**src/rtl/patseq_pkg.sv**
```systemverilog
package patseq_pkg;

    localparam int OPC_W = 3;

    typedef enum logic [OPC_W-1:0] {
        OPC_IDLE = 3'd0,
        OPC_ACT  = 3'd1,
        OPC_RD   = 3'd2,
        OPC_WR   = 3'd3,
        OPC_PRE  = 3'd4
    } opc_e;

    typedef struct packed {
        logic cs_n;
        logic ras_n;
        logic cas_n;
        logic we_n;
    } strobes_t;

    localparam strobes_t STB_IDLE = '{cs_n: 1'b0, ras_n: 1'b1, cas_n: 1'b1, we_n: 1'b1};

    function automatic strobes_t opc_strobes(logic [OPC_W-1:0] opc);
        strobes_t s;
        s = STB_IDLE;
        case (opc)
            OPC_ACT: s = '{cs_n: 1'b0, ras_n: 1'b0, cas_n: 1'b1, we_n: 1'b1};
            OPC_RD:  s = '{cs_n: 1'b0, ras_n: 1'b1, cas_n: 1'b0, we_n: 1'b1};
            OPC_WR:  s = '{cs_n: 1'b0, ras_n: 1'b1, cas_n: 1'b0, we_n: 1'b0};
            OPC_PRE: s = '{cs_n: 1'b0, ras_n: 1'b0, cas_n: 1'b1, we_n: 1'b0};
            default: s = STB_IDLE;
        endcase
        return s;
    endfunction

    function automatic logic opc_is_burst(logic [OPC_W-1:0] opc);
        return (opc == OPC_RD) || (opc == OPC_WR);
    endfunction

endpackage

```
**src/rtl/patseq_table.sv**
```systemverilog
module patseq_table
    import patseq_pkg::*;
#(
    parameter int SLOT_AW = 4,
    parameter int OFS_W   = 2,
    parameter int REP_W   = 4
) (
    input  logic                            clk,
    input  logic                            rst,
    input  logic                            busy,
    input  logic                            cfg_we,
    input  logic [SLOT_AW+1:0]              cfg_addr,
    input  logic [OPC_W+OFS_W+REP_W-1:0]    cfg_wdata,
    output logic                            cfg_ready,
    input  logic                            rd_sel,
    input  logic [SLOT_AW-1:0]              rd_slot,
    output logic [OPC_W+OFS_W+REP_W-1:0]    rd_entry,
    output logic [SLOT_AW-1:0]              rd_last
);
    localparam int SLOTS = 1 << SLOT_AW;
    localparam int EW    = OPC_W + OFS_W + REP_W;
    localparam int CA_W  = SLOT_AW + 2;

    logic [EW-1:0]      mem    [2][SLOTS];
    logic [SLOT_AW-1:0] last_q [2];

    logic               held_v;
    logic [CA_W-1:0]    held_a;
    logic [EW-1:0]      held_d;

    logic               wr_en;
    logic [CA_W-1:0]    wr_a;
    logic [EW-1:0]      wr_d;
    logic               take;

    assign take      = cfg_we && !held_v;
    assign cfg_ready = !held_v;

    always_comb begin
        wr_en = 1'b0;
        wr_a  = held_a;
        wr_d  = held_d;
        if (!busy) begin
            if (held_v) begin
                wr_en = 1'b1;
            end else if (take) begin
                wr_en = 1'b1;
                wr_a  = cfg_addr;
                wr_d  = cfg_wdata;
            end
        end
    end

    always_ff @(posedge clk) begin
        if (rst) begin
            held_v <= 1'b0;
            held_a <= '0;
            held_d <= '0;
        end else if (held_v && !busy) begin
            held_v <= 1'b0;
        end else if (take && busy) begin
            held_v <= 1'b1;
            held_a <= cfg_addr;
            held_d <= cfg_wdata;
        end
    end

    always_ff @(posedge clk) begin
        if (rst) begin
            for (int p = 0; p < 2; p++) begin
                last_q[p] <= '0;
                for (int s = 0; s < SLOTS; s++) begin
                    mem[p][s] <= '0;
                end
            end
        end else if (wr_en) begin
            if (!wr_a[CA_W-1]) begin
                mem[wr_a[SLOT_AW]][wr_a[SLOT_AW-1:0]] <= wr_d;
            end else begin
                last_q[wr_a[0]] <= wr_d[SLOT_AW-1:0];
            end
        end
    end

    assign rd_entry = mem[rd_sel][rd_slot];
    assign rd_last  = last_q[rd_sel];

    // the table never changes under a running sequence
    a_r10_no_write_busy: assert property (@(posedge clk) disable iff (rst)
        wr_en |-> !busy);

    // a write arriving mid-sequence is parked
    a_r10_hold_parks: assert property (@(posedge clk) disable iff (rst)
        (cfg_we && cfg_ready && busy) |=> !cfg_ready);

    // a parked write is released in the first idle cycle
    a_r10_hold_drains: assert property (@(posedge clk) disable iff (rst)
        (!cfg_ready && !busy) |=> cfg_ready);

endmodule

```
**src/rtl/patseq_walker.sv**
```systemverilog
module patseq_walker #(
    parameter int SLOT_AW = 4,
    parameter int REP_W   = 4
) (
    input  logic               clk,
    input  logic               rst,
    input  logic               start,
    input  logic [REP_W-1:0]   rep,
    input  logic [SLOT_AW-1:0] last,
    output logic               busy,
    output logic               fire,
    output logic [SLOT_AW-1:0] slot
);
    logic               run_q;
    logic [SLOT_AW-1:0] slot_q;
    logic [REP_W-1:0]   cnt_q;

    always_ff @(posedge clk) begin
        if (rst) begin
            run_q  <= 1'b0;
            slot_q <= '0;
            cnt_q  <= '0;
        end else if (!run_q) begin
            if (start) begin
                run_q  <= 1'b1;
                slot_q <= '0;
                cnt_q  <= '0;
            end
        end else if (cnt_q == rep) begin
            cnt_q <= '0;
            if (slot_q == last) begin
                run_q <= 1'b0;
            end else begin
                slot_q <= slot_q + 1'b1;
            end
        end else begin
            cnt_q <= cnt_q + 1'b1;
        end
    end

    assign busy = run_q;
    assign fire = run_q && (cnt_q == '0);
    assign slot = slot_q;

    // the idle-cycle counter never passes the slot's repeat count
    a_r3_rep_bound: assert property (@(posedge clk) disable iff (rst)
        run_q |-> (cnt_q <= rep));

    // the slot pointer never runs past the last programmed slot
    a_r3_slot_bound: assert property (@(posedge clk) disable iff (rst)
        run_q |-> (slot_q <= last));

    // a sequence always opens at slot 0 with its command
    a_r3_opens_slot0: assert property (@(posedge clk) disable iff (rst)
        (start && !run_q) |=> (fire && slot_q == '0));

endmodule

```
**src/rtl/patseq_addrgen.sv**
```systemverilog
module patseq_addrgen
    import patseq_pkg::*;
#(
    parameter int BANK_W = 3,
    parameter int ROW_W  = 14,
    parameter int COL_W  = 10,
    parameter int OFS_W  = 2,
    parameter int BL     = 8
) (
    input  logic               clk,
    input  logic               rst,
    input  logic               start,
    input  logic [BANK_W-1:0]  in_bank,
    input  logic [ROW_W-1:0]   in_row,
    input  logic [COL_W-1:0]   in_col,
    input  logic               fire,
    input  logic [OPC_W-1:0]   opc,
    input  logic [OFS_W-1:0]   ofs,
    output logic [BANK_W-1:0]  out_bank,
    output logic [ROW_W-1:0]   out_row,
    output logic [COL_W-1:0]   out_col
);
    localparam int          LANES   = 1 << OFS_W;
    localparam logic [COL_W-1:0] COL_STEP = COL_W'(BL);

    logic [BANK_W-1:0] base_bank;
    logic [ROW_W-1:0]  base_row;
    logic [COL_W-1:0]  base_col;
    logic [COL_W-1:0]  lane_acc [LANES];

    always_ff @(posedge clk) begin
        if (rst) begin
            base_bank <= '0;
            base_row  <= '0;
            base_col  <= '0;
        end else if (start) begin
            base_bank <= in_bank;
            base_row  <= in_row;
            base_col  <= in_col;
        end
    end

    for (genvar g = 0; g < LANES; g++) begin : g_lane
        always_ff @(posedge clk) begin
            if (rst || start) begin
                lane_acc[g] <= '0;
            end else if (fire && opc_is_burst(opc) && (ofs == OFS_W'(g))) begin
                lane_acc[g] <= lane_acc[g] + COL_STEP;
            end
        end
    end

    assign out_bank = base_bank + BANK_W'(ofs);
    assign out_row  = base_row;
    assign out_col  = base_col + lane_acc[ofs];

endmodule

```
**src/rtl/patseq_cmdout.sv**
```systemverilog
module patseq_cmdout
    import patseq_pkg::*;
#(
    parameter int BANK_W = 3,
    parameter int ROW_W  = 14,
    parameter int COL_W  = 10
) (
    input  logic              clk,
    input  logic              rst,
    input  logic              fire,
    input  logic [OPC_W-1:0]  opc,
    input  logic [BANK_W-1:0] bank,
    input  logic [ROW_W-1:0]  row,
    input  logic [COL_W-1:0]  col,
    output strobes_t          stb,
    output logic [BANK_W-1:0] ba,
    output logic [ROW_W-1:0]  addr
);
    strobes_t          stb_d;
    logic [BANK_W-1:0] ba_d;
    logic [ROW_W-1:0]  addr_d;

    always_comb begin
        stb_d  = STB_IDLE;
        ba_d   = '0;
        addr_d = '0;
        if (fire) begin
            stb_d = opc_strobes(opc);
            case (opc)
                OPC_ACT: begin
                    ba_d   = bank;
                    addr_d = row;
                end
                OPC_RD, OPC_WR: begin
                    ba_d   = bank;
                    addr_d = ROW_W'(col);
                end
                OPC_PRE: begin
                    ba_d   = bank;
                end
                default: ;
            endcase
        end
    end

    always_ff @(posedge clk) begin
        if (rst) begin
            stb  <= STB_IDLE;
            ba   <= '0;
            addr <= '0;
        end else begin
            stb  <= stb_d;
            ba   <= ba_d;
            addr <= addr_d;
        end
    end

    // only the five legal strobe patterns ever reach the bus
    a_r4_legal_code: assert property (@(posedge clk) disable iff (rst)
        !stb.cs_n && ({stb.ras_n, stb.cas_n, stb.we_n} inside {3'b111, 3'b011, 3'b101, 3'b100, 3'b010}));

    // idle cycles leave bank and address at zero
    a_r6_idle_quiet: assert property (@(posedge clk) disable iff (rst)
        (stb == STB_IDLE) |-> (ba == '0 && addr == '0));

    // precharge carries a zero address
    a_r6_pre_zero: assert property (@(posedge clk) disable iff (rst)
        ({stb.ras_n, stb.cas_n, stb.we_n} == 3'b010) |-> (addr == '0));

endmodule

```
**src/rtl/sdram_pattern_seq.sv**
```systemverilog
module sdram_pattern_seq
    import patseq_pkg::*;
#(
    parameter int BANK_W  = 3,
    parameter int ROW_W   = 14,
    parameter int COL_W   = 10,
    parameter int BL      = 8,
    parameter int SLOT_AW = 4,
    parameter int OFS_W   = 2,
    parameter int REP_W   = 4
) (
    input  logic                         clk,
    input  logic                         rst,
    input  logic                         req_valid,
    output logic                         req_ready,
    input  logic                         req_write,
    input  logic [BANK_W-1:0]            req_bank,
    input  logic [ROW_W-1:0]             req_row,
    input  logic [COL_W-1:0]             req_col,
    input  logic                         cfg_we,
    input  logic [SLOT_AW+1:0]           cfg_addr,
    input  logic [OPC_W+OFS_W+REP_W-1:0] cfg_wdata,
    output logic                         cfg_ready,
    output logic                         ddr_cs_n,
    output logic                         ddr_ras_n,
    output logic                         ddr_cas_n,
    output logic                         ddr_we_n,
    output logic [BANK_W-1:0]            ddr_ba,
    output logic [ROW_W-1:0]             ddr_addr
);
    localparam int EW = OPC_W + OFS_W + REP_W;

    logic               busy;
    logic               fire;
    logic               start;
    logic               sel_q;
    logic [SLOT_AW-1:0] slot;
    logic [SLOT_AW-1:0] last;
    logic [EW-1:0]      entry;
    logic [OPC_W-1:0]   e_opc;
    logic [OFS_W-1:0]   e_ofs;
    logic [REP_W-1:0]   e_rep;
    logic [BANK_W-1:0]  g_bank;
    logic [ROW_W-1:0]   g_row;
    logic [COL_W-1:0]   g_col;
    strobes_t           stb;

    assign req_ready = !busy && cfg_ready;
    assign start     = req_valid && req_ready;

    assign e_opc = entry[EW-1 -: OPC_W];
    assign e_ofs = entry[REP_W +: OFS_W];
    assign e_rep = entry[REP_W-1:0];

    always_ff @(posedge clk) begin
        if (rst) begin
            sel_q <= 1'b0;
        end else if (start) begin
            sel_q <= req_write;
        end
    end

    patseq_table #(
        .SLOT_AW (SLOT_AW),
        .OFS_W   (OFS_W),
        .REP_W   (REP_W)
    ) u_table (
        .clk       (clk),
        .rst       (rst),
        .busy      (busy),
        .cfg_we    (cfg_we),
        .cfg_addr  (cfg_addr),
        .cfg_wdata (cfg_wdata),
        .cfg_ready (cfg_ready),
        .rd_sel    (sel_q),
        .rd_slot   (slot),
        .rd_entry  (entry),
        .rd_last   (last)
    );

    patseq_walker #(
        .SLOT_AW (SLOT_AW),
        .REP_W   (REP_W)
    ) u_walker (
        .clk   (clk),
        .rst   (rst),
        .start (start),
        .rep   (e_rep),
        .last  (last),
        .busy  (busy),
        .fire  (fire),
        .slot  (slot)
    );

    patseq_addrgen #(
        .BANK_W (BANK_W),
        .ROW_W  (ROW_W),
        .COL_W  (COL_W),
        .OFS_W  (OFS_W),
        .BL     (BL)
    ) u_addrgen (
        .clk      (clk),
        .rst      (rst),
        .start    (start),
        .in_bank  (req_bank),
        .in_row   (req_row),
        .in_col   (req_col),
        .fire     (fire),
        .opc      (e_opc),
        .ofs      (e_ofs),
        .out_bank (g_bank),
        .out_row  (g_row),
        .out_col  (g_col)
    );

    patseq_cmdout #(
        .BANK_W (BANK_W),
        .ROW_W  (ROW_W),
        .COL_W  (COL_W)
    ) u_cmdout (
        .clk  (clk),
        .rst  (rst),
        .fire (fire),
        .opc  (e_opc),
        .bank (g_bank),
        .row  (g_row),
        .col  (g_col),
        .stb  (stb),
        .ba   (ddr_ba),
        .addr (ddr_addr)
    );

    assign ddr_cs_n  = stb.cs_n;
    assign ddr_ras_n = stb.ras_n;
    assign ddr_cas_n = stb.cas_n;
    assign ddr_we_n  = stb.we_n;

    // an accepted request always starts a sequence on the next cycle
    a_r2_accept_runs: assert property (@(posedge clk) disable iff (rst)
        start |=> busy);

    // the cycle a sequence ends is followed by a quiet bus cycle
    a_r2_gap_idle: assert property (@(posedge clk) disable iff (rst)
        $fell(busy) |=> (stb == STB_IDLE));

    // the table choice is frozen while a sequence runs
    a_r8_sel_stable: assert property (@(posedge clk) disable iff (rst)
        (busy && $past(busy)) |-> $stable(sel_q));

endmodule

```
**config.mk**
```make
export PLATFORM = sky130hd
export DESIGN_NAME = sdram_pattern_seq
export DESIGN_NICKNAME = d
export VERILOG_FILES = /design/src/rtl/patseq_pkg.sv /design/src/rtl/patseq_table.sv /design/src/rtl/patseq_walker.sv /design/src/rtl/patseq_addrgen.sv /design/src/rtl/patseq_cmdout.sv /design/src/rtl/sdram_pattern_seq.sv
export SDC_FILE = /design/constraint.sdc
export NUM_CORES = 1
export LEC_CHECK = 0
export BUFFER_PORTS_ARGS = -buffer_cell sky130_fd_sc_hd__buf_4
export CAP_MARGIN = 20
export CORE_MARGIN = 2
export CORE_UTILIZATION = 40
export DETAILED_ROUTE_END_ITERATION = 8
export PLACE_DENSITY = 0.65
export SYNTH_ARGS = -nofsm -noshare
export SYNTH_HDL_FRONTEND = slang
export SYNTH_HIERARCHICAL = 1
export SYNTH_SLANG_ARGS = --single-unit
```
**constraint.sdc**
```tcl
create_clock -name clk -period 4.3 [get_ports clk]
set_clock_uncertainty 0.2 [all_clocks]
set_input_delay 0.86 -clock clk [delete_from_list [all_inputs] [get_ports clk]]
set_output_delay 0.86 -clock clk [all_outputs]
set_load 0.1 [all_outputs]
```
# After elaboration in Yosys (flattened, before gate mapping)
# Memories as Yosys holds them, arrays and structs flattened. A register that Yosys moved wholly into a read port is not among the register bits.
# Index checks and enable logic that the tools add are counted.
dict set report totals {
  regBits 74
  mem_bits_rw 336
  in_bits 47
  output_inout_bits 23
  wordCells 142
  memories 3
}
# memory depth word_bits rd rd_ports_with_merged_regs write_ports line
set mem_list {}
lappend mem_list {u_table.mem 2 144 1 1 2 patseq_table.sv:24} ;# logic [EW-1:0] mem [2][SLOTS];
lappend mem_list {u_addrgen.lane_acc 4 10 5 0 4 patseq_addrgen.sv:29} ;# logic [COL_W-1:0] lane_acc [LANES];
lappend mem_list {u_table.last_q 2 4 1 1 2 patseq_table.sv:25} ;# logic [SLOT_AW-1:0] last_q [2];
dict set report op_classes {
  add_sub_neg 8
  order_cmp 3
  n_eq_ne 11
  n_mux 64
  n_bitwise 9
  reduce_logical 28
}
# operator n
set op_table {}
lappend op_table {{$mux W144} 3}
lappend op_table {{$reduce_or A144 Y1} 1}
lappend op_table {{$mux W9} 6}
lappend op_table {{$add A10 B4 Y10 const B} 4}
lappend op_table {{$mux W10} 4}
lappend op_table {{$mux W1} 37}
lappend op_table {{$bmux W9 S4} 1}
lappend op_table {{$demux W9 S4} 1}
lappend op_table {{$mux W4} 7}
lappend op_table {{$pmux W14 S2} 1}
lappend op_table {{$mux W6} 3}
lappend op_table {{$logic_and A1 B1 Y1} 12}
lappend op_table {{$pmux W3 S4} 1}
lappend op_table {{$add A10 B10 Y10} 1}
lappend op_table {{$ge A5 B5 Y1 const B} 2}
lappend op_table {{$not A4 Y5} 2}
lappend op_table {{$add A4 B1 Y4 const B} 2}
lappend op_table {{$eq A4 B4 Y1} 2}
lappend op_table {{$reduce_or A4 Y1} 2}
lappend op_table {{$eq A3 B2 Y1 const B} 2}
lappend op_table {{$reduce_or A2 Y1} 3}
lappend op_table {{$lt A5 B1 Y1 const B} 1}
lappend op_table {{$eq A2 B2 Y1 const B} 2}
lappend op_table {{$logic_not A4 Y1} 1}
lappend op_table {{14 further kinds} 22}

# Longest topological paths before layout
# Gate-level depths: netlist of run 1.
dict set report depth {
  depth_word 13
  mapped_depth 16
}

# Hierarchy
# Netlist of run 1, hierarchy kept.
# module instances cells_each area_each_um2 seq_area_each_um2
set modules_own_cells {}
lappend modules_own_cells {patseq_table 1 840 13666.9 9208.8}
lappend modules_own_cells {patseq_addrgen 1 252 2812.7 1381.3}
lappend modules_own_cells {patseq_cmdout 1 77 730.7 400.4}
lappend modules_own_cells {patseq_walker 1 71 570.5 180.2}
lappend modules_own_cells {sdram_pattern_seq 1 6 57.6 20.0}

# Worst setup path after synthesis of run 1
# OpenSTA, ideal clock, no wires.
dict set report synth_timing {
  path_kind {reg2reg}
  start {register u_walker.slot_q[1] (netlist: u_walker/slot[1])}
  end {register u_cmdout.addr[9]}
  t_arrival_ns 3.926
  required_time_ns 4.030
  slack_ns 0.104
  stages_incl_launch_ff 17
  n_path_buf 3
  period_less_slack_ns 4.196
  cell_sequence {dfxtp_1 > clkbuf_1 > buf_1 > mux4_2 > mux4_2 > mux2_2 > buf_2 > mux4_2 > ha_1 > inv_1 > fa_1 > nor2b_1 > nor3_1 > o21ai_0 > xnor2_1 > nand2_1 > a21oi_1}
}
dict set report synth_between {
  elab_chain_len 7
  word_cells_on_any_way 11
  cone_classes {1 x add/sub; 3 x eq/ne; 4 x mux; 1 x bitwise; 1 x reduce/logical; 1 x memory}
}
# item line
set synth_rtl {}
lappend synth_rtl {{start, declared} patseq_walker.sv:15} ;# logic [SLOT_AW-1:0] slot_q;
lappend synth_rtl {{start signal, assigned} patseq_walker.sv:34} ;# slot_q <= slot_q + 1'b1;
lappend synth_rtl {{$not A4 Y5 (implied by the code)} patseq_table.sv:85} ;# assign rd_entry = mem[rd_sel][rd_slot];
lappend synth_rtl {{$bmux W9 S4} patseq_table.sv:85}
lappend synth_rtl {{$mux W9 (implied by the code) (2 in series)} patseq_table.sv:85}
lappend synth_rtl {{via entry[4]} sdram_pattern_seq.sv:39} ;# logic [EW-1:0] entry;
lappend synth_rtl {{$mem_v2 Z4 W10} -}
lappend synth_rtl {{$add A10 B10 Y10} patseq_addrgen.sv:55} ;# assign out_col = base_col + lane_acc[ofs];
lappend synth_rtl {{via g_col[9]} sdram_pattern_seq.sv:45} ;# logic [COL_W-1:0] g_col;
lappend synth_rtl {{$pmux W14 S2} patseq_cmdout.sv:29} ;# case (opc)
lappend synth_rtl {{end signal, assigned} patseq_cmdout.sv:54} ;# addr <= addr_d;
lappend synth_rtl {{end, declared} patseq_cmdout.sv:17} ;# output logic [ROW_W-1:0] addr
# The timed path passes the listed nets, and every way through them passes these cells. The select of a mux whose other input is x is not followed.
# A chain may end at the register's enable or synchronous reset.

# Worst setup path in the final report of run 1
dict set report layout_timing {
  start {register u_walker.slot_q[0] (netlist: u_walker/slot[0])}
  end {register u_cmdout.addr[9]}
}
# Same word-level chain as after synthesis.

==> metrics, run 1 <==
worst IR drop on VDD 0.2270 mV; Hold WS 0.2655 ns; area grow syn2layout 15.05%; aggregate global routing overflow 0; Pleak 7.367 nW; Max clock buf depth 3; Pwr Total 8.706 mW; Synth top cells by count edfxtp_1, nor2_1, mux4_2, dfxtp_1, nand2_1; Max Freq 247.8 MHz; WP data required 4.59 ns; die area 0.04630 sq mm; CP endpoint kind flip-flop; die width 215.2 um; routability cong. 0.8185; vias in the first global route 11030; combinational power share 9.9%; fill count 3880; final net count 1405; Post-synth EDFFs 324; chip height 215.2 um; wire length per cell 21.70 um; CTS tree yes; CP Class reg -> reg; clock-pin slew on the worst setup and hold paths 0.06 ns; cell taking the most area after synthesis edfxtp_1; H-tree Lvls 2; first-pass GRT wire length 65690 um; Setup Total Neg Slack 0 ns; Post-synth top flop edfxtp_1; cts repair resizes 0; 1st-pass router iterations 5; Mapped Area 0.01784 sq mm; Yosys cell types 61; Port Buffers 68; DR vias 10740; starting density of the core 40.43%; Worst Max-Slew Pin Slew 1.162 ns; Power Internal 6.636 mW; RSZ-0062 raised after global routing no; Max-Cap Viols 0; period utilization 93.87%; Slew headroom 22.27%; CP Launch Type flip-flop; initial antenna violation count 1; Tmin final 4.036 ns; Net Switching 2.069 mW; power share of the clock group 39.2%; I/O pins 70; synthesized net count 1309; cells after synthesis 1246; setup bufs post-CTS 0; largest cells by area after synthesis edfxtp_1, mux4_2, dfxtp_1, nor2_1, mux2i_1; # DRC 0; Seq/Total Area, Yosys 62.73%; Synth Register Bits 397; sw frac 23.77%; Num CTS Buffers 43; post-route ant nets 0; Post-synth ARST share 0%; Reg power frac 50.9%; syn_area_per_cell 14.32 sq um; status complete, no violations; worst min path class reg -> reg; largest net degree at the start of global routing 96; total wire length 42620 um; Fin. Hold Viols 0; largest fanout on the critical path 36; GRT Overall Usage 18.62%; CTS root buf clkbuf_16; final instance area 0.02052 sq mm; Synth top area share 54.54%; site row count 77; Final Setup Violations 0; worst skew pair latency 0.57 ns; dpl hpwl 29110 um; max-slew violation count 0; Inserted Diodes 0; Pwr Density 424.2 mW/mm^2; starting DRC count in detailed routing 1185; cell area after placement 0.01922 sq mm; WP data arrival 4.32 ns; top-count cell post-synth edfxtp_1; layout cells sized above 1 25.00%; vias per cell 5.470; hold buffers post-CTS 0; Core ar. 0.04412 sq mm; CTS sink count 397; yosys warns 6; Util after Layout 46.51%
[cells in the final DEF, fill, tap and decap left out, types with 3 or more instances in the layout]
cell / netlist / routed
edfxtp_1: 324 / 324
nor2_1: 226 / 226
buf_4: 14 / 125
mux4_2: 96 / 96
dfxtp_1: 73 / 71
nand2_1: 63 / 63
clkbuf_16: 0 / 45
mux2i_1: 36 / 36
a21oi_1: 31 / 31
nor3_1: 28 / 28
inv_1: 26 / 26
nand3_1: 25 / 25
xor2_1: 22 / 22
nor3b_1: 22 / 21
mux2_2: 20 / 20
nand2b_1: 19 / 19
a41oi_2: 15 / 15
ha_1: 14 / 14
nand3b_1: 13 / 13
o21ai_0: 12 / 12
xnor2_1: 12 / 12
and3_1: 11 / 11
clkinv_1: 0 / 9
o21ai_1: 9 / 9
clkinv_2: 0 / 8
clkbuf_1: 33 / 7
o21bai_1: 7 / 7
a21o_1: 7 / 7
nor2b_1: 5 / 5
a31o_2: 5 / 5
buf_12: 0 / 4
a211oi_1: 4 / 4
clkbuf_8: 0 / 3
mux2i_2: 3 / 3
a31oi_1: 3 / 3
[registers in the layout, indices dropped and copies added, names as in the netlist]
| register | cells |
|---|---|
| u_walker/cnt_q | 4 |
| u_addrgen/lane_acc | 28 |
| u_addrgen/base_bank | 3 |
| u_cmdout/stb | 3 |
| u_table/mem | 288 |
| u_walker/slot | 4 |
| u_addrgen/base_col | 10 |
| u_table/held_v | 1 |
| u_table/held_d | 9 |
| sel_q | 1 |
| u_table/held_a | 6 |
| u_cmdout/ba | 3 |
| u_table/last_q | 8 |
| u_addrgen/out_row | 14 |
| u_cmdout/addr | 14 |
| u_walker/busy | 1 |
[power by group through the flow]
stage / clock network (mW) / registers [mW] / logic (mW)
2_1_floorplan: 0 / 4.50 / 0.575
3_3_place_gp: 0 / 4.51 / 0.845
3_5_place_dp: 0 / 4.52 / 0.858
4_1_cts: 3.49 / 4.44 / 0.861
5_1_grt: 3.65 / 4.45 / 0.923
6_report: 3.41 / 4.43 / 0.859
[per-layer routing]
metal	GRT usage (%)	vias up	wire length, um
li1	-	4852	-
met1	24.92	5414	17990
met2	30.58	400	20460
met3	3.737	77	2959
met4	6.023	0	1210
met5	0	-	0
[worst paths after layout]
| path | startpoint | end | slack, ns | depth (start not counted) |
|---|---|---|---|---|
| setup reg to reg | u_walker/slot[0]$_SDFFE_PP0P_ | u_cmdout/addr[9]$_SDFF_PP0_ | 0.26 | 14 |
| hold reg to reg | u_addrgen/base_col[1]$_SDFFE_PP0P_ | u_cmdout/addr[1]$_SDFF_PP0_ | 0.27 | 2 |
| setup / recovery | u_walker/slot[0]$_SDFFE_PP0P_ | u_cmdout/addr[9]$_SDFF_PP0_ | 0.26 | 14 |
| hold / removal | u_addrgen/base_col[1]$_SDFFE_PP0P_ | u_cmdout/addr[1]$_SDFF_PP0_ | 0.27 | 2 |
[critical path, cell delays in order, from the launching register on]
cell and delay, ns:
dfxtp_4 0.37, buf_12 0.26, mux4_2 0.53, mux4_2 0.47
mux2_2 0.42, mux4_2 0.27, ha_1 0.15, inv_1 0.05
fa_1 0.40, nor2b_1 0.16, nor3_1 0.06, o21ai_0 0.21
xnor2_1 0.14, nand2_1 0.06, a21oi_1 0.14
[through the flow]
step | std cells | worst slack, ns
after floorplan | 1246 | 0.1044
after global placement | 1887 | 0.2694
after detailed placement | 1887 | 0.2503
after CTS | 1962 | 0.2438
after global routing | 1964 | 0.05908
final | 1964 | 0.2637
[final cells by class]
| class | count | area (sq um) | area share [%] |
|---|---|---|---|
| Tap cell | 592 | 740.7 | 3.609 |
| Inverter | 26 | 97.59 | 0.4755 |
| Multi-Input combinational cell | 744 | 6175 | 30.09 |
| Timing Repair Buffer | 130 | 1023 | 4.987 |
| Clock inverter | 20 | 95.09 | 0.4633 |
| Sequential cell | 397 | 11200 | 54.56 |
| Clock buffer | 55 | 1194 | 5.816 |
[kinds of logic (layout without fill, tap and decap cells)]
logic type	after synthesis	count (layout)	synth area share, %
buffers and inverters	105	231	2.686
XOR/XNOR	35	35	1.761
other	1	1	0.02102
multiplexers	157	157	15.87
AND/OR/NAND/NOR	428	428	11.13
adder cells (fa/ha/maj)	16	16	1.206
AO/OA/AOI/OAI	107	107	4.594
flip-flops	397	397	62.73
(Power assumes the default switching activity.)
==> run 2, diff against run 1 <==
--- a/config.mk
+++ b/config.mk
@@ -5,12 +5,13 @@
 export SDC_FILE = /design/constraint.sdc
 export NUM_CORES = 1
 export LEC_CHECK = 0
-export BUFFER_PORTS_ARGS = -buffer_cell sky130_fd_sc_hd__buf_4
+export BUFFER_PORTS_ARGS = -buffer_cell sky130_fd_sc_hd__buf_2
 export CAP_MARGIN = 20
 export CORE_MARGIN = 2
 export CORE_UTILIZATION = 40
 export DETAILED_ROUTE_END_ITERATION = 8
 export PLACE_DENSITY = 0.65
+export REMOVE_ABC_BUFFERS = 1
 export SYNTH_ARGS = -nofsm -noshare
 export SYNTH_HDL_FRONTEND = slang
 export SYNTH_HIERARCHICAL = 1
==> metrics, run 2 (synthesis results as in run 1) <==
status complete, no violations; Pleak 7.473 nW; Biggest register u_table/mem; Reg2Reg Depth 13; Hold EP u_cmdout/addr[1]$_SDFF_PP0_; worst IR drop on VDD 0.2893 mV; worst r2r src u_walker/slot[0]$_SDFFE_PP0P_; CP max stage cell mux4_2; sw frac 23.56%; most common cell after layout, fill and taps aside edfxtp_1; Net Switching 2.133 mW; CP endpoint kind flip-flop; layout cells sized above 1 26.56%; Pwr Density 438.4 mW/mm^2; CP peak stage delay 0.54 ns; Pwr Total 9.051 mW; Num CTS Buffers 43; fin worst setup slack 0.2702 ns; Max clock buf depth 3; Inserted Diodes 0; WP data arrival 4.34 ns; initial antenna violation count 0; CTS sink count 397; die area 0.04630 sq mm; Max-Cap Viols 0; RSZ-0062 raised after global routing no; aggregate global routing overflow 0; CP Class reg -> reg; starting density of the core 40.43%; r2r setup slk 0.27 ns; chip height 215.2 um; DR vias 10910; Fin. Hold Viols 0; # DRC 0; fill count 3845; largest fanout on the critical path 12; CTS root buf clkbuf_16; Hold Path Stages 2; post-route ant nets 0; CP Cell Sequence buf_8 -> mux4_2 -> mux4_2 -> mux2_2 -> buf_4 -> mux4_2 -> ha_1 -> nor2b_1 -> nor3_1 -> o21ai_0 -> xnor2_1 -> nand2_1 -> a21oi_1; starting DRC count in detailed routing 1178; Max Freq 248.1 MHz; power share of the clock group 41.4%; Final Setup Violations 0; vias per cell 5.494; Hold WS 0.2538 ns; largest net degree at the start of global routing 50; Tmin final 4.030 ns; routability cong. 0.8241; clock-pin slew on the worst setup and hold paths 0.06 ns; area grow syn2layout 15.73%; final net count 1421; Reg power frac 49.0%; min-delay src u_addrgen/base_col[1]$_SDFFE_PP0P_; CP Launch Type flip-flop; cell area after placement 0.01915 sq mm; final instance area 0.02064 sq mm; combinational power share 9.6%; worst skew pair latency 0.57 ns; Critical R2R Capture u_cmdout/addr[9]$_SDFF_PP0_; vias in the first global route 10850; CTS tree yes; Worst Max-Slew Pin Slew 1.132 ns; most frequent cells in the layout edfxtp_1, nor2_1, mux4_2; 1st-pass router iterations 5; dpl hpwl 29600 um; site row count 77; die width 215.2 um; WP data required 4.61 ns; first-pass GRT wire length 65580 um; period utilization 93.72%; Core ar. 0.04412 sq mm; max-slew violation count 0; Slew headroom 24.25%; H-tree Lvls 2; Post-Place Worst Slack 0.1935 ns; Regs by FF count u_table/mem (288), u_addrgen/lane_acc (28); total wire length 43610 um; I/O pins 70; Port Buffers 68; wire length per cell 21.97 um; Largest register FFs 288; worst min path class reg -> reg; CP dominant cell by count mux4_2; cts repair resizes 0; GRT Overall Usage 18.86%; Power Internal 6.918 mW
run 2: stage by stage:
step	setup TNS [ns]	util [%]	std cells
after floorplan	-421.23	-	1167
after global placement	0	43.41	1902
after detailed placement	0	43.41	1902
after CTS	0	46.69	1982
after global routing	0	46.78	1985
final	0	46.78	1985
run 2: power by group through the flow:
stage	Sequential (mW)	Combinational [mW]	Clock, mW
floorplan	4.52	0.518	0
global placement	4.51	0.842	0
detailed placement	4.52	0.854	0
CTS	4.44	0.859	3.83
global route	4.45	0.926	3.97
finish	4.43	0.866	3.75
run 2: what timing repair did:
action	in CTS	in global routing
hold buffers	0	0
setup endpoints to repair	0	1
setup buffers	0	1
run 2: worst max-delay path: cells and delay by family (launching register included):
kind                       cells  cell delay, ns
AOI/OAI and AO/OA              2            0.36
xor gates and xnor gates       1            0.15
adders and majority gates      1            0.35
buffers and inverters          2            0.41
DFF                            1            0.49
muxes                          4            1.70
and+or+nand+nor                3            0.30
run 2: worst max path at each step:
stage                             startpoint                            end
2_1_floorplan  u_walker/slot[0]$_SDFFE_PP0P_    u_cmdout/addr[9]$_SDFF_PP0_
3_3_place_gp   u_walker/slot[0]$_SDFFE_PP0P_    u_cmdout/addr[9]$_SDFF_PP0_
3_5_place_dp   u_walker/slot[0]$_SDFFE_PP0P_    u_cmdout/addr[9]$_SDFF_PP0_
4_1_cts        u_walker/slot[0]$_SDFFE_PP0P_    u_cmdout/addr[9]$_SDFF_PP0_
5_1_grt        u_walker/slot[0]$_SDFFE_PP0P_  u_walker/slot[3]$_SDFFE_PP0P_
6_report       u_walker/slot[0]$_SDFFE_PP0P_    u_cmdout/addr[9]$_SDFF_PP0_
run 2: cell type report:
type | instances | area, sq um | area share, %
Timing Repair Buffer | 146 | 983.4 | 4.764
Sequential cell | 397 | 11200 | 54.25
Tap cell | 592 | 740.7 | 3.588
Multi-Input combinational cell | 744 | 6175 | 29.91
Clock inverter | 21 | 229.0 | 1.109
Inverter | 26 | 97.59 | 0.4728
Clock buffer | 59 | 1220 | 5.909
run 2: per-layer routing:
metal	routed length (um)	GRT usage, %
met3	2978	4.119
met1	18500	25.09
met2	20660	30.23
met5	0	0
met4	1472	7.494
==> run 3, diff against run 2 <==
--- a/config.mk
+++ b/config.mk
@@ -5,14 +5,14 @@
 export SDC_FILE = /design/constraint.sdc
 export NUM_CORES = 1
 export LEC_CHECK = 0
+export ABC_AREA = 1
 export BUFFER_PORTS_ARGS = -buffer_cell sky130_fd_sc_hd__buf_2
 export CAP_MARGIN = 20
 export CORE_MARGIN = 2
-export CORE_UTILIZATION = 40
+export CORE_UTILIZATION = 56
 export DETAILED_ROUTE_END_ITERATION = 8
-export PLACE_DENSITY = 0.65
+export PLACE_DENSITY = 0.83
 export REMOVE_ABC_BUFFERS = 1
 export SYNTH_ARGS = -nofsm -noshare
 export SYNTH_HDL_FRONTEND = slang
-export SYNTH_HIERARCHICAL = 1
 export SYNTH_SLANG_ARGS = --single-unit
==> metrics, run 3 <==
wire length per cell 20.90 um; Worst Max-Slew Pin Slew 1.199 ns; fin worst setup slack 0.3470 ns; vias per cell 6.106; top-count cell post-synth nor2_1; largest net degree at the start of global routing 76; CTS sink count 398; I/O pins 70; CP endpoint kind flip-flop; first-pass GRT wire length 73710 um; Slew headroom 19.75%; worst min path class reg -> reg; starting DRC count in detailed routing 2162; Biggest register u_table.mem; # DRC 0; initial antenna violation count 1; Pwr Total 12.35 mW; fill count 2266; yosys warns 0; RSZ-0062 raised after global routing no; Tmin final 3.953 ns; WP data required 4.58 ns; CTS tree yes; Yosys cell types 45; min-delay src u_table.held_d[3]$_SDFFE_PP0P_; worst skew pair latency 0.53 ns; Max Freq 253.0 MHz; final net count 1928; Core ar. 0.03147 sq mm; Max clock buf depth 3; register area 0.01122 sq mm; Reg2Reg Depth 22; Num CTS Buffers 39; GRT Overall Usage 28.92%; top sig layer met4; layout cells sized above 1 13.52%; Hold Path Stages 2; vias in the first global route 13620; cells after synthesis 1790; Post-synth EDFFs 324; Post-synth top flop edfxtp_1; Post-Place Worst Slack 0.2234 ns; CTS root buf clkbuf_16; max-slew violation count 0; Pwr Density 614.6 mW/mm^2; Hold WS 0.2577 ns; die area 0.03330 sq mm; routability cong. 0.9680; chip height 182.5 um; Synth top cells by count nor2_1, edfxtp_1, nand2_1, nand3_1, o21ai_0; largest fanout on the critical path 33; Synth Register Bits 398; most frequent cells in the layout nor2_1, edfxtp_1, nand2_1; Setup Total Neg Slack 0 ns; status complete, no violations; post-route ant nets 0; clock-pin slew on the worst setup and hold paths 0.07 ns; starting density of the core 56.67%; Fin. Hold Viols 0; cell taking the most area after synthesis edfxtp_1; dpl hpwl 31860 um; DR vias 14030; Synth top area share 54.55%; period utilization 91.93%; WP data arrival 4.23 ns; most common cell after layout, fill and taps aside nor2_1; total wire length 48010 um; H-tree Lvls 2; CP Class reg -> reg; aggregate global routing overflow 0; worst IR drop on VDD 0.5853 mV; site row count 65; area grow syn2layout 12.63%; Pleak 7.852 nW; largest cells by area after synthesis edfxtp_1, dfxtp_1, nor2_1, nand2_1, nand3_1; 1st-pass router iterations 6; Port Buffers 68; Max-Cap Viols 0; Seq/Total Area, Yosys 62.85%; Largest register FFs 288; Met2 Wirelength 22960 um; Regs by FF count u_table.mem (288), u_addrgen.lane_acc (28); Multi-input gate area 0.005842 sq mm; Post-synth ARST share 0%; die width 182.5 um; routed length on met1 17660 um; metal3 WL 4613 um; syn_area_per_cell 9.965 sq um; Final Setup Violations 0; Mapped Area 0.01784 sq mm; CP Launch Type flip-flop; hold buffers post-CTS 0
## run 3: cell count changes in the layout (fill, tap and decap cells not counted), moves of 96 or more
cell,delta
o21ai_0,+106
nor2_1,+148
nand3_1,+157
mux4_2,-96
nand2_1,+258
## run 3: area by class of cell
type | count | share of cell area (%)
Timing Repair Buffer | 136 | 4.540
Clock buffer | 50 | 5.655
Antenna cell | 1 | 0.01246
Tap cell | 402 | 2.504
Multi-Input combinational cell | 1218 | 29.08
Sequential cell | 398 | 55.83
Clock inverter | 20 | 0.9716
Inverter | 72 | 1.408
## run 3: per-layer routing
metal / track usage (%) / vias to the layer above
li1: - / 6281
met1: 36.74 / 6607
met3: 3.991 / 207
met5: 0 / -
met4: 15.65 / 0
met2: 48.40 / 931
## run 3: report_power, final
| part | switching, mW | internal (mW) | total (mW) | leakage [nW] |
|---|---|---|---|---|
| clock | 1.43 | 2.11 | 3.54 | 0.663 |
| combinational | 2.72 | 0.994 | 3.71 | 3.24 |
| sequential | 0.253 | 4.85 | 5.10 | 3.95 |
| total | 4.40 | 7.94 | 12.3 | 7.85 |
## run 3: worst paths after layout
kind / end / slack [ns]
max: u_cmdout.addr[9]$_SDFF_PP0_ / 0.35
max reg2reg: u_cmdout.addr[9]$_SDFF_PP0_ / 0.35
min reg2reg: u_table.held_d[3]$_SDFFE_PP0P_ / 0.26
min: u_table.held_d[3]$_SDFFE_PP0P_ / 0.26
## run 3: critical path, cell delays in order (launching register included)
cell and delay [ns]:
dfxtp_4 0.41, buf_12 0.19, o21ai_0 0.25, nor2_1 0.08, o31ai_1 0.27, nand3_2 0.19, nand2_2 0.21, nor2_1 0.11
inv_1 0.16, o22ai_1 0.09, nor2_1 0.14, ha_1 0.16, inv_1 0.06, fa_1 0.43, o21ai_1 0.20, nand2_1 0.10
nand2_1 0.07, a21oi_1 0.08, xor2_1 0.21, inv_1 0.06, nand3_1 0.08, nand3_1 0.08, nand2_1 0.06
## run 3: cell families after synthesis
| family | count (synthesis) | synth area share [%] |
|---|---|---|
| multiplexers | 3 | 0.1684 |
| other | 1 | 0.02102 |
| AO/OA/AOI/OAI | 245 | 7.709 |
| AND/OR/NAND/NOR | 924 | 22.05 |
| flip-flops | 398 | 62.85 |
| buffers and inverters | 174 | 4.573 |
| adder cells (fa/ha/maj) | 16 | 1.207 |
| XOR/XNOR | 29 | 1.424 |
## run 3: timing repair
| item | 4_1_cts | 5_1_grt |
|---|---|---|
| setup endpoints to repair | 0 | 2 |
| setup buffers | 0 | 1 |
| resized for setup | 0 | 8 |
## run 3: metrics by stage
stage	cell area, sq um	instances	utilization [%]
6_report	20090	2297	63.83
5_1_grt	20090	2297	63.83
4_1_cts	20060	2295	63.73
3_5_place_dp	18730	2225	59.50
3_3_place_gp	18700	2224	59.42
2_1_floorplan	17300	1688	-
